**src/rtl/dma_arb_pkg.sv**
```systemverilog
package dma_arb_pkg;
  localparam int unsigned PRIO_W  = 2;
  localparam int unsigned NUM_LVL = 1 << PRIO_W;

  typedef enum logic [PRIO_W-1:0] {
    LVL_LOW   = 2'd0,
    LVL_MED   = 2'd1,
    LVL_HIGH  = 2'd2,
    LVL_VHIGH = 2'd3
  } prio_lvl_e;
endpackage

```
**src/rtl/dma_arb_rst_sync.sv**
```systemverilog
module dma_arb_rst_sync (
  input  logic clk,
  input  logic rst_n,
  output logic rst_core_n
);
  logic stage_q;
  logic out_q;

  always_ff @(posedge clk or negedge rst_n) begin
    if (!rst_n) begin
      stage_q <= 1'b0;
      out_q   <= 1'b0;
    end else begin
      stage_q <= 1'b1;
      out_q   <= stage_q;
    end
  end

  assign rst_core_n = out_q;
endmodule

```
**src/rtl/dma_arb_prio_regs.sv**
```systemverilog
module dma_arb_prio_regs
  import dma_arb_pkg::*;
#(
  parameter int unsigned NUM_CH = 4,
  parameter int unsigned CH_W   = 2
) (
  input  logic                           clk,
  input  logic                           rst_n,
  input  logic                           cfg_we,
  input  logic [CH_W-1:0]                cfg_ch,
  input  logic [PRIO_W-1:0]              cfg_prio,
  output logic [NUM_CH-1:0][PRIO_W-1:0]  prio_q
);
  for (genvar c = 0; c < NUM_CH; c++) begin : g_reg
    logic wr_en;
    assign wr_en = cfg_we && (cfg_ch == CH_W'(c));

    always_ff @(posedge clk or negedge rst_n) begin
      if (!rst_n) begin
        prio_q[c] <= LVL_LOW;
      end else if (wr_en) begin
        prio_q[c] <= cfg_prio;
      end
    end
  end
endmodule

```
**src/rtl/dma_arb_pick.sv**
```systemverilog
module dma_arb_pick
  import dma_arb_pkg::*;
#(
  parameter int unsigned NUM_CH = 4
) (
  input  logic [NUM_CH-1:0]              req,
  input  logic [NUM_CH-1:0][PRIO_W-1:0]  prio,
  output logic [NUM_CH-1:0]              win,
  output logic                           any
);
  logic [NUM_LVL-1:0][NUM_CH-1:0] lvl_mask;
  logic [NUM_CH-1:0]              top_mask;

  for (genvar l = 0; l < NUM_LVL; l++) begin : g_lvl
    for (genvar c = 0; c < NUM_CH; c++) begin : g_ch
      assign lvl_mask[l][c] = req[c] && (prio[c] == PRIO_W'(l));
    end
  end

  // Ascending scan: the last non-empty level is the most urgent one.
  always_comb begin
    top_mask = '0;
    for (int l = 0; l < NUM_LVL; l++) begin
      if (|lvl_mask[l]) top_mask = lvl_mask[l];
    end
  end

  // Isolate the lowest set bit for the fixed index tie-break.
  assign win = top_mask & (~top_mask + NUM_CH'(1));
  assign any = |req;
endmodule

```
**src/rtl/dma_arb_grant_ctrl.sv**
```systemverilog
module dma_arb_grant_ctrl #(
  parameter int unsigned NUM_CH = 4
) (
  input  logic              clk,
  input  logic              rst_n,
  input  logic [NUM_CH-1:0] win,
  input  logic              any,
  input  logic              item_done,
  output logic [NUM_CH-1:0] grant,
  output logic              grant_valid
);
  logic [NUM_CH-1:0] grant_q, grant_d;
  logic              valid_q, valid_d;
  logic              arb_en;

  assign arb_en = !valid_q || item_done;

  always_comb begin
    grant_d = any ? win : '0;
    valid_d = any;
  end

  always_ff @(posedge clk or negedge rst_n) begin
    if (!rst_n) begin
      grant_q <= '0;
      valid_q <= 1'b0;
    end else if (arb_en) begin
      grant_q <= grant_d;
      valid_q <= valid_d;
    end
  end

  assign grant       = grant_q;
  assign grant_valid = valid_q;
endmodule

```
**src/rtl/dma_req_arbiter.sv**
```systemverilog
module dma_req_arbiter
  import dma_arb_pkg::*;
#(
  parameter int unsigned NUM_CH = 4,
  localparam int unsigned CH_W  = (NUM_CH > 1) ? $clog2(NUM_CH) : 1
) (
  input  logic              clk,
  input  logic              rst_n,
  input  logic [NUM_CH-1:0] req,
  input  logic              item_done,
  input  logic              cfg_we,
  input  logic [CH_W-1:0]   cfg_ch,
  input  logic [PRIO_W-1:0] cfg_prio,
  output logic [NUM_CH-1:0] grant,
  output logic              grant_valid
);
  logic                          rst_core_n;
  logic [NUM_CH-1:0][PRIO_W-1:0] prio_q;
  logic [NUM_CH-1:0]             win;
  logic                          any;

  dma_arb_rst_sync u_rst (
    .clk        (clk),
    .rst_n      (rst_n),
    .rst_core_n (rst_core_n)
  );

  dma_arb_prio_regs #(.NUM_CH(NUM_CH), .CH_W(CH_W)) u_regs (
    .clk      (clk),
    .rst_n    (rst_core_n),
    .cfg_we   (cfg_we),
    .cfg_ch   (cfg_ch),
    .cfg_prio (cfg_prio),
    .prio_q   (prio_q)
  );

  dma_arb_pick #(.NUM_CH(NUM_CH)) u_pick (
    .req  (req),
    .prio (prio_q),
    .win  (win),
    .any  (any)
  );

  dma_arb_grant_ctrl #(.NUM_CH(NUM_CH)) u_ctrl (
    .clk         (clk),
    .rst_n       (rst_core_n),
    .win         (win),
    .any         (any),
    .item_done   (item_done),
    .grant       (grant),
    .grant_valid (grant_valid)
  );
endmodule

```
**config.mk**
```make
export PLATFORM = sky130hd
export DESIGN_NAME = dma_req_arbiter
export DESIGN_NICKNAME = d
export VERILOG_FILES = /design/src/rtl/dma_arb_pkg.sv /design/src/rtl/dma_arb_rst_sync.sv /design/src/rtl/dma_arb_prio_regs.sv /design/src/rtl/dma_arb_pick.sv /design/src/rtl/dma_arb_grant_ctrl.sv /design/src/rtl/dma_req_arbiter.sv
export SDC_FILE = /design/constraint.sdc
export NUM_CORES = 1
export LEC_CHECK = 0
export ABC_AREA = 1
export CORE_MARGIN = 4
export CORE_UTILIZATION = 40
export DETAILED_ROUTE_END_ITERATION = 10
export MAX_ROUTING_LAYER = met4
export PLACE_DENSITY = 0.75
export SYNTH_ARGS = -nofsm -noshare
export SYNTH_HDL_FRONTEND = slang
export SYNTH_SLANG_ARGS = --single-unit
export TNS_END_PERCENT = 1
```
**constraint.sdc**
```tcl
create_clock -name clk -period 1.3 [get_ports clk]
set_clock_uncertainty 0.05 [all_clocks]
set_input_delay 0.195 -clock clk [delete_from_list [all_inputs] [get_ports clk]]
set_output_delay 0.195 -clock clk [all_outputs]
set_load 0.1 [all_outputs]
```
# [Yosys cells after proc, flatten, opt, wreduce, memory -nomap -nowiden]
# Cells that the tools add are included.
[classes] mux=5 n_addsub=1 n_bitwise=2 n_reduce_logical=32 n_eq_ne=15
[op_table] cell="equality test 2 bit (second input constant)" count=10
[op_table] cell="logical AND 1 bit" count=20
[op_table] cell="two-way mux 4 bit" count=5
[op_table] cell="OR reduction 4 bit" count=5
[op_table] cell="equality test 2 x 1 -> 1 bit (second input constant)" count=5
[op_table] cell="zero test 2 bit" count=5
[op_table] cell="adder 4 x 1 -> 4 bit (second input constant)" count=1
[op_table] cell="bitwise AND 4 bit" count=1
[op_table] cell="inverter 4 bit" count=1
[op_table] cell="zero test 1 bit" count=1
[op_table] cell="logical OR 1 bit" count=1
[totals] output_inout_bits=5 ff_bits=15 inputBits=12

# [Longest topological paths before layout]
[depth] ltp_word=11 ltp_mapped=13

# [Cells and area by module]
# Synthesis repeated with hierarchy kept, for this count alone.
[unflattened] cells_unflattened=142 hier_area_um2=953.4
[modules_own_cells] mod="dma_arb_prio_regs" area_per_inst_um2=391.6 cells_per_inst=42 instances=1 seq_area_each_um2=200.2
[modules_own_cells] mod="dma_arb_pick" area_per_inst_um2=285.3 cells_per_inst=68 instances=1 seq_area_each_um2=0.0
[modules_own_cells] mod="dma_arb_grant_ctrl" area_per_inst_um2=222.7 cells_per_inst=29 instances=1 seq_area_each_um2=125.1
[modules_own_cells] mod="dma_arb_rst_sync" area_per_inst_um2=53.8 cells_per_inst=3 instances=1 seq_area_each_um2=50.0

# [Worst setup path after synthesis]
# Ideal clock, no wire load.
[synth_path] path_type="reg-to-reg" startpoint="reg u_ctrl.valid_q (netlist: u_ctrl.grant_valid)" endpoint="reg u_ctrl.grant_q[3] (netlist: u_ctrl.grant[3])" arrival_time_ps=1647 setup_ps=120 slack_ps=-517 path_stages_with_launch=10 period_less_slack_ps=1817 cell_sequence="dfrtp_1 > inv_1 > nor2_1 > a31oi_2 > nand2_1 > inv_1 > nand2_1 > nor2_2 > nand2_1 > nand2_1"
[synth_between] elab_chain_len=2
[synth_lines] item="start: declaration" line_no="dma_arb_grant_ctrl.sv:13" text="logic valid_q, valid_d;"
[synth_lines] item="start signal: assignment" line_no="dma_arb_grant_ctrl.sv:29" text="valid_q <= valid_d;"
[synth_lines] item="zero test 1 bit" line_no="dma_arb_grant_ctrl.sv:16" text="assign arb_en = !valid_q || item_done;"
[synth_lines] item="logical OR 1 bit" line_no="dma_arb_grant_ctrl.sv:16"
[synth_lines] item="end signal: assignment" line_no="dma_arb_grant_ctrl.sv:28" text="grant_q <= grant_d;"
[synth_lines] item="end: declaration" line_no="dma_arb_grant_ctrl.sv:12" text="logic [NUM_CH-1:0] grant_q, grant_d;"
# No other way between the ends.
# A chain may end at the register's enable or synchronous reset.

# [Worst setup path after layout]
[layout_path] startpoint="reg u_regs.prio_q[3] (netlist bit)" endpoint="reg u_ctrl.grant_q[3] (netlist: u_ctrl.grant[3])"
[layout_between] elab_chain_len=11 elab_cells_between_ends=20 cone_classes="1 x add/sub; 3 x eq/ne; 5 x mux; 2 x bitwise; 9 x reduce/logical"
[layout_lines] item="start: declaration" line_no="dma_arb_prio_regs.sv:12" text="output logic [NUM_CH-1:0][PRIO_W-1:0] prio_q"
[layout_lines] item="start signal: indexed assignment" line_no="dma_arb_prio_regs.sv:22" text="prio_q[c] <= cfg_prio;"
[layout_lines] item="zero test 2 bit" line_no="dma_arb_pick.sv:16" text="assign lvl_mask[l][c] = req[c] && (prio[c] == PRIO_W'(l));"
[layout_lines] item="logical AND 1 bit" line_no="dma_arb_pick.sv:16"
[layout_lines] item="OR reduction 4 bit" line_no="dma_arb_pick.sv:24" text="if (|lvl_mask[l]) top_mask = lvl_mask[l];"
[layout_lines] item="two-way mux 4 bit (3 in series)" line_no="dma_arb_pick.sv:24"
[layout_lines] item="two-way mux 4 bit (*)" line_no="dma_arb_pick.sv:24"
[layout_lines] item="inverter 4 bit" line_no="dma_arb_pick.sv:29" text="assign win = top_mask & (~top_mask + NUM_CH'(1));"
[layout_lines] item="adder 4 x 1 -> 4 bit" line_no="dma_arb_pick.sv:29"
[layout_lines] item="bitwise AND 4 bit (*)" line_no="dma_arb_pick.sv:29"
[layout_lines] item="two-way mux 4 bit (*)" line_no="dma_arb_grant_ctrl.sv:19" text="grant_d = any ? win : '0;"
# Every way passes the cells marked *; elsewhere a longest branch is shown, timed or not.

==> results.ini <==
[status]
status=complete, but fails checks
violations=negative setup slack

[sta]
worst_pin_slew_ns=0.531
drv_slew=0
max_freq_mhz=670
finalWorstPathRequiredPeriod_ns=1.49
rsz0062_at_grt=true
final_hold_viol_count=0
fin_crit_sh=1.15
layout_setup_ws_ns=-0.192
finalSetupViolCount=3
relSlewSlack=0.646

[cts]
cts-root-buf=clkbuf_4
cts_sinks=15
clk_pin_slew_ns=0.09
htreeDepth=1
cts_made_buffers=3
clk_latency_ns=0.28
cts_tree=yes
clk_path_buf_depth=2

[worst_setup_path]
worstPathRequired_ns=1.43
reg2reg_setup_slack_ns=-0.19
reg2reg_from=u_regs.prio_q[3]$_DFFE_PN0P_
crit_chain=nand2_2, nor2_1, nor2_1, nand2_2, nor2_2, nand2_1, a21oi_2, nor2_2, nand2_1, nand2_1
end_kind=register
cp_slowest_cell=dfrtp_1
critPathKind=reg2reg
cp_common_cell=nand2_1
worstPathArrival_ns=1.62
max_stage_delay_ns=0.44
critPathMaxFanout=4
r2r_end=u_ctrl.grant[3]$_DFFE_PN0P_
worstSetupStartpointType=register
r2r_cells=10

[logic_synthesis]
yosys.area.top_type_share=0.437
synth_top_area_cell=dfrtp_1
synthMuxAreaShare=0
syn_inst=124
syn_avg_cell_area_um2=6.92
ys_ff_latch=15
yosys.area_share.xor_xnor=0
synthTopCellsByCount=41 x nand2_1, 16 x inv_1, 15 x dfrtp_1
synth_area_leaders=dfrtp_1 44%, nand2_1 18%, inv_1 7.0%, nor2_1 6.1%, nand3_1 5.8%
synth_most_common_cell=nand2_1
synth_fa_ha_area_frac=0
ys_seq_area_frac=0.437
synth_cell_type_count=18
synth-simple-area-share=0.395
synthesis.area_um2=858
synth_top_family_by_area=simple AND/OR/NAND/NOR gates
syn_nets=136
synthArstFlopShare=1.00
synth_ff_type=dfrtp_1
yosysWarnings=0
synth_compound_area_frac=0.0845
synth-edff-count=0

[power]
leakage_nw=0.639
power.density_mw_per_mm2=1390
finalPower_mw=1.74
peakVddDrop_mv=0.764

[placement]
port_buffers=16
place_inst=174
gp_congestion=0.893
dp_hpwl_mm=1.59

[global_routing]
top_usage_layer=met2
grt_pass1_wl_mm=3.34
overflow=0
use_met2=0.323
grt_pass1_vias=840
grt_max_degree=14
use_met1=0.149
grtUsageTotal=0.162
use_met3=0.0272
antenna_found_initial=0

[floorplanning]
rows=16
dieHeight_um=54.3
die-width_um=54.3
start_util=0.429
core-area_mm2=0.00200
ios=17
dieArea_mm2=0.00295

[route]
viasPerCell=4.95
drt-pass1-iter-count=4
vias=901
routedWlPerCell_um=11.4
drcViolationCount=0
routed_wl_mm=2.08
ant_nets=0
drtIter0Drc=31

[layout]
nets=168
final_util=0.627
fin_cells=182
drive_gt1_frac=0.252
diodes=0
area_growth_pct=46.2

[min_path]
hold_path.class=in2async

[run]
max-cap-violations=0

worst max path at each step:
stage               depth (start not counted)                      startpoint                             end  slack, ns
floorplan                                   4  u_ctrl.grant_valid$_DFFE_PN0P_  u_ctrl.grant_valid$_DFFE_PN0P_      -0.05
detailed placement                         11                          req[1]     u_ctrl.grant[3]$_DFFE_PN0P_      -0.47
global placement                           11                          req[2]     u_ctrl.grant[3]$_DFFE_PN0P_      -0.34
finish                                     10    u_regs.prio_q[3]$_DFFE_PN0P_     u_ctrl.grant[3]$_DFFE_PN0P_      -0.19
CTS                                        12    u_regs.prio_q[3]$_DFFE_PN0P_     u_ctrl.grant[3]$_DFFE_PN0P_      -0.12
global route                                9    u_regs.prio_q[3]$_DFFE_PN0P_     u_ctrl.grant[2]$_DFFE_PN0P_      -0.27
worst max-delay path: cells and delay by family, from the launching register on:
kind | cells | cell delay [ns]
AND/OR/NAND/NOR | 9 | 0.74
flip-flops | 1 | 0.44
AO/OA/AOI/OAI | 1 | 0.16
power breakdown:
group          internal (mW)  switching (mW)
combinational          0.333           0.505
sequential             0.542          0.0919
clock                  0.119           0.149
routing by layer:
metal,routed length [µm],part of all wire
met1,740,0.36
met2,1170,0.56
met3,123,0.059
met4,48,0.023
met5,0,0
logic make-up (layout without fill, tap and decap cells):
| group | count (synthesis) | in the layout |
|---|---|---|
| buf+inv | 18 | 49 |
| compound gates | 13 | 13 |
| simple gates | 77 | 77 |
| flops | 15 | 15 |
| other cells | 1 | 1 |
stage by stage:
step | cell area (µm²) | worst slack [ns] | TNS [ns] | hold slack (ns)
2_1_floorplan | 878 | -0.0484 | -0.0952 | -0.151
3_3_place_gp | 1170 | -0.342 | -1.38 | 0.178
3_5_place_dp | 1170 | -0.466 | -1.70 | 0.185
4_1_cts | 1230 | -0.124 | -0.237 | 0.0140
5_1_grt | 1250 | -0.273 | -0.789 | 0.00817
6_report | 1250 | -0.192 | -0.425 | 0.0147
repair_timing:
action / CTS / global route
gates resized for setup: 4 / 5
gates cloned: 0 / 0
pin swaps: 3 / 1
hold buffers: 0 / 0
setup endpoints to repair: 3 / 5
setup buffers: 3 / 1
sequential cells by signal, indices dropped and copies added (netlist names):
register            count
u_ctrl.grant            4
u_regs.prio_q           8
u_rst.rst_core_n        1
u_rst.stage_q           1
u_ctrl.grant_valid      1
layout make-up:
class | count | area [µm²]
Clock buffer | 4 | 26.3
Fill cell | 179 | 747
Inverter | 18 | 67.6
Multi-Input combinational cell | 91 | 454
Sequential cell | 15 | 379
Tap cell | 27 | 33.8
Timing Repair Buffer | 27 | 294
cell usage in the layout (no fill, tap or decap):
cell	count
nand3_1	10
nor2_2	5
buf_12	5
inv_2	3
nor2_4	1
and2_1	1
clkbuf_4	3
nand4_4	1
dfrtp_1	14
nand3b_1	1
buf_4	11
conb_1	1
or2_1	1
clkdlybuf4s50_1	9
o21ai_0	8
dfrtp_4	1
or2_2	1
a31oi_4	1
nand2_1	40
nor2_1	10
clkbuf_1	1
a21oi_2	1
nand2_2	6
o21ai_1	3
inv_1	15
dlymetal6s2s_1	1
dlygate4sd2_1	1
(Power assumes the default switching activity.)
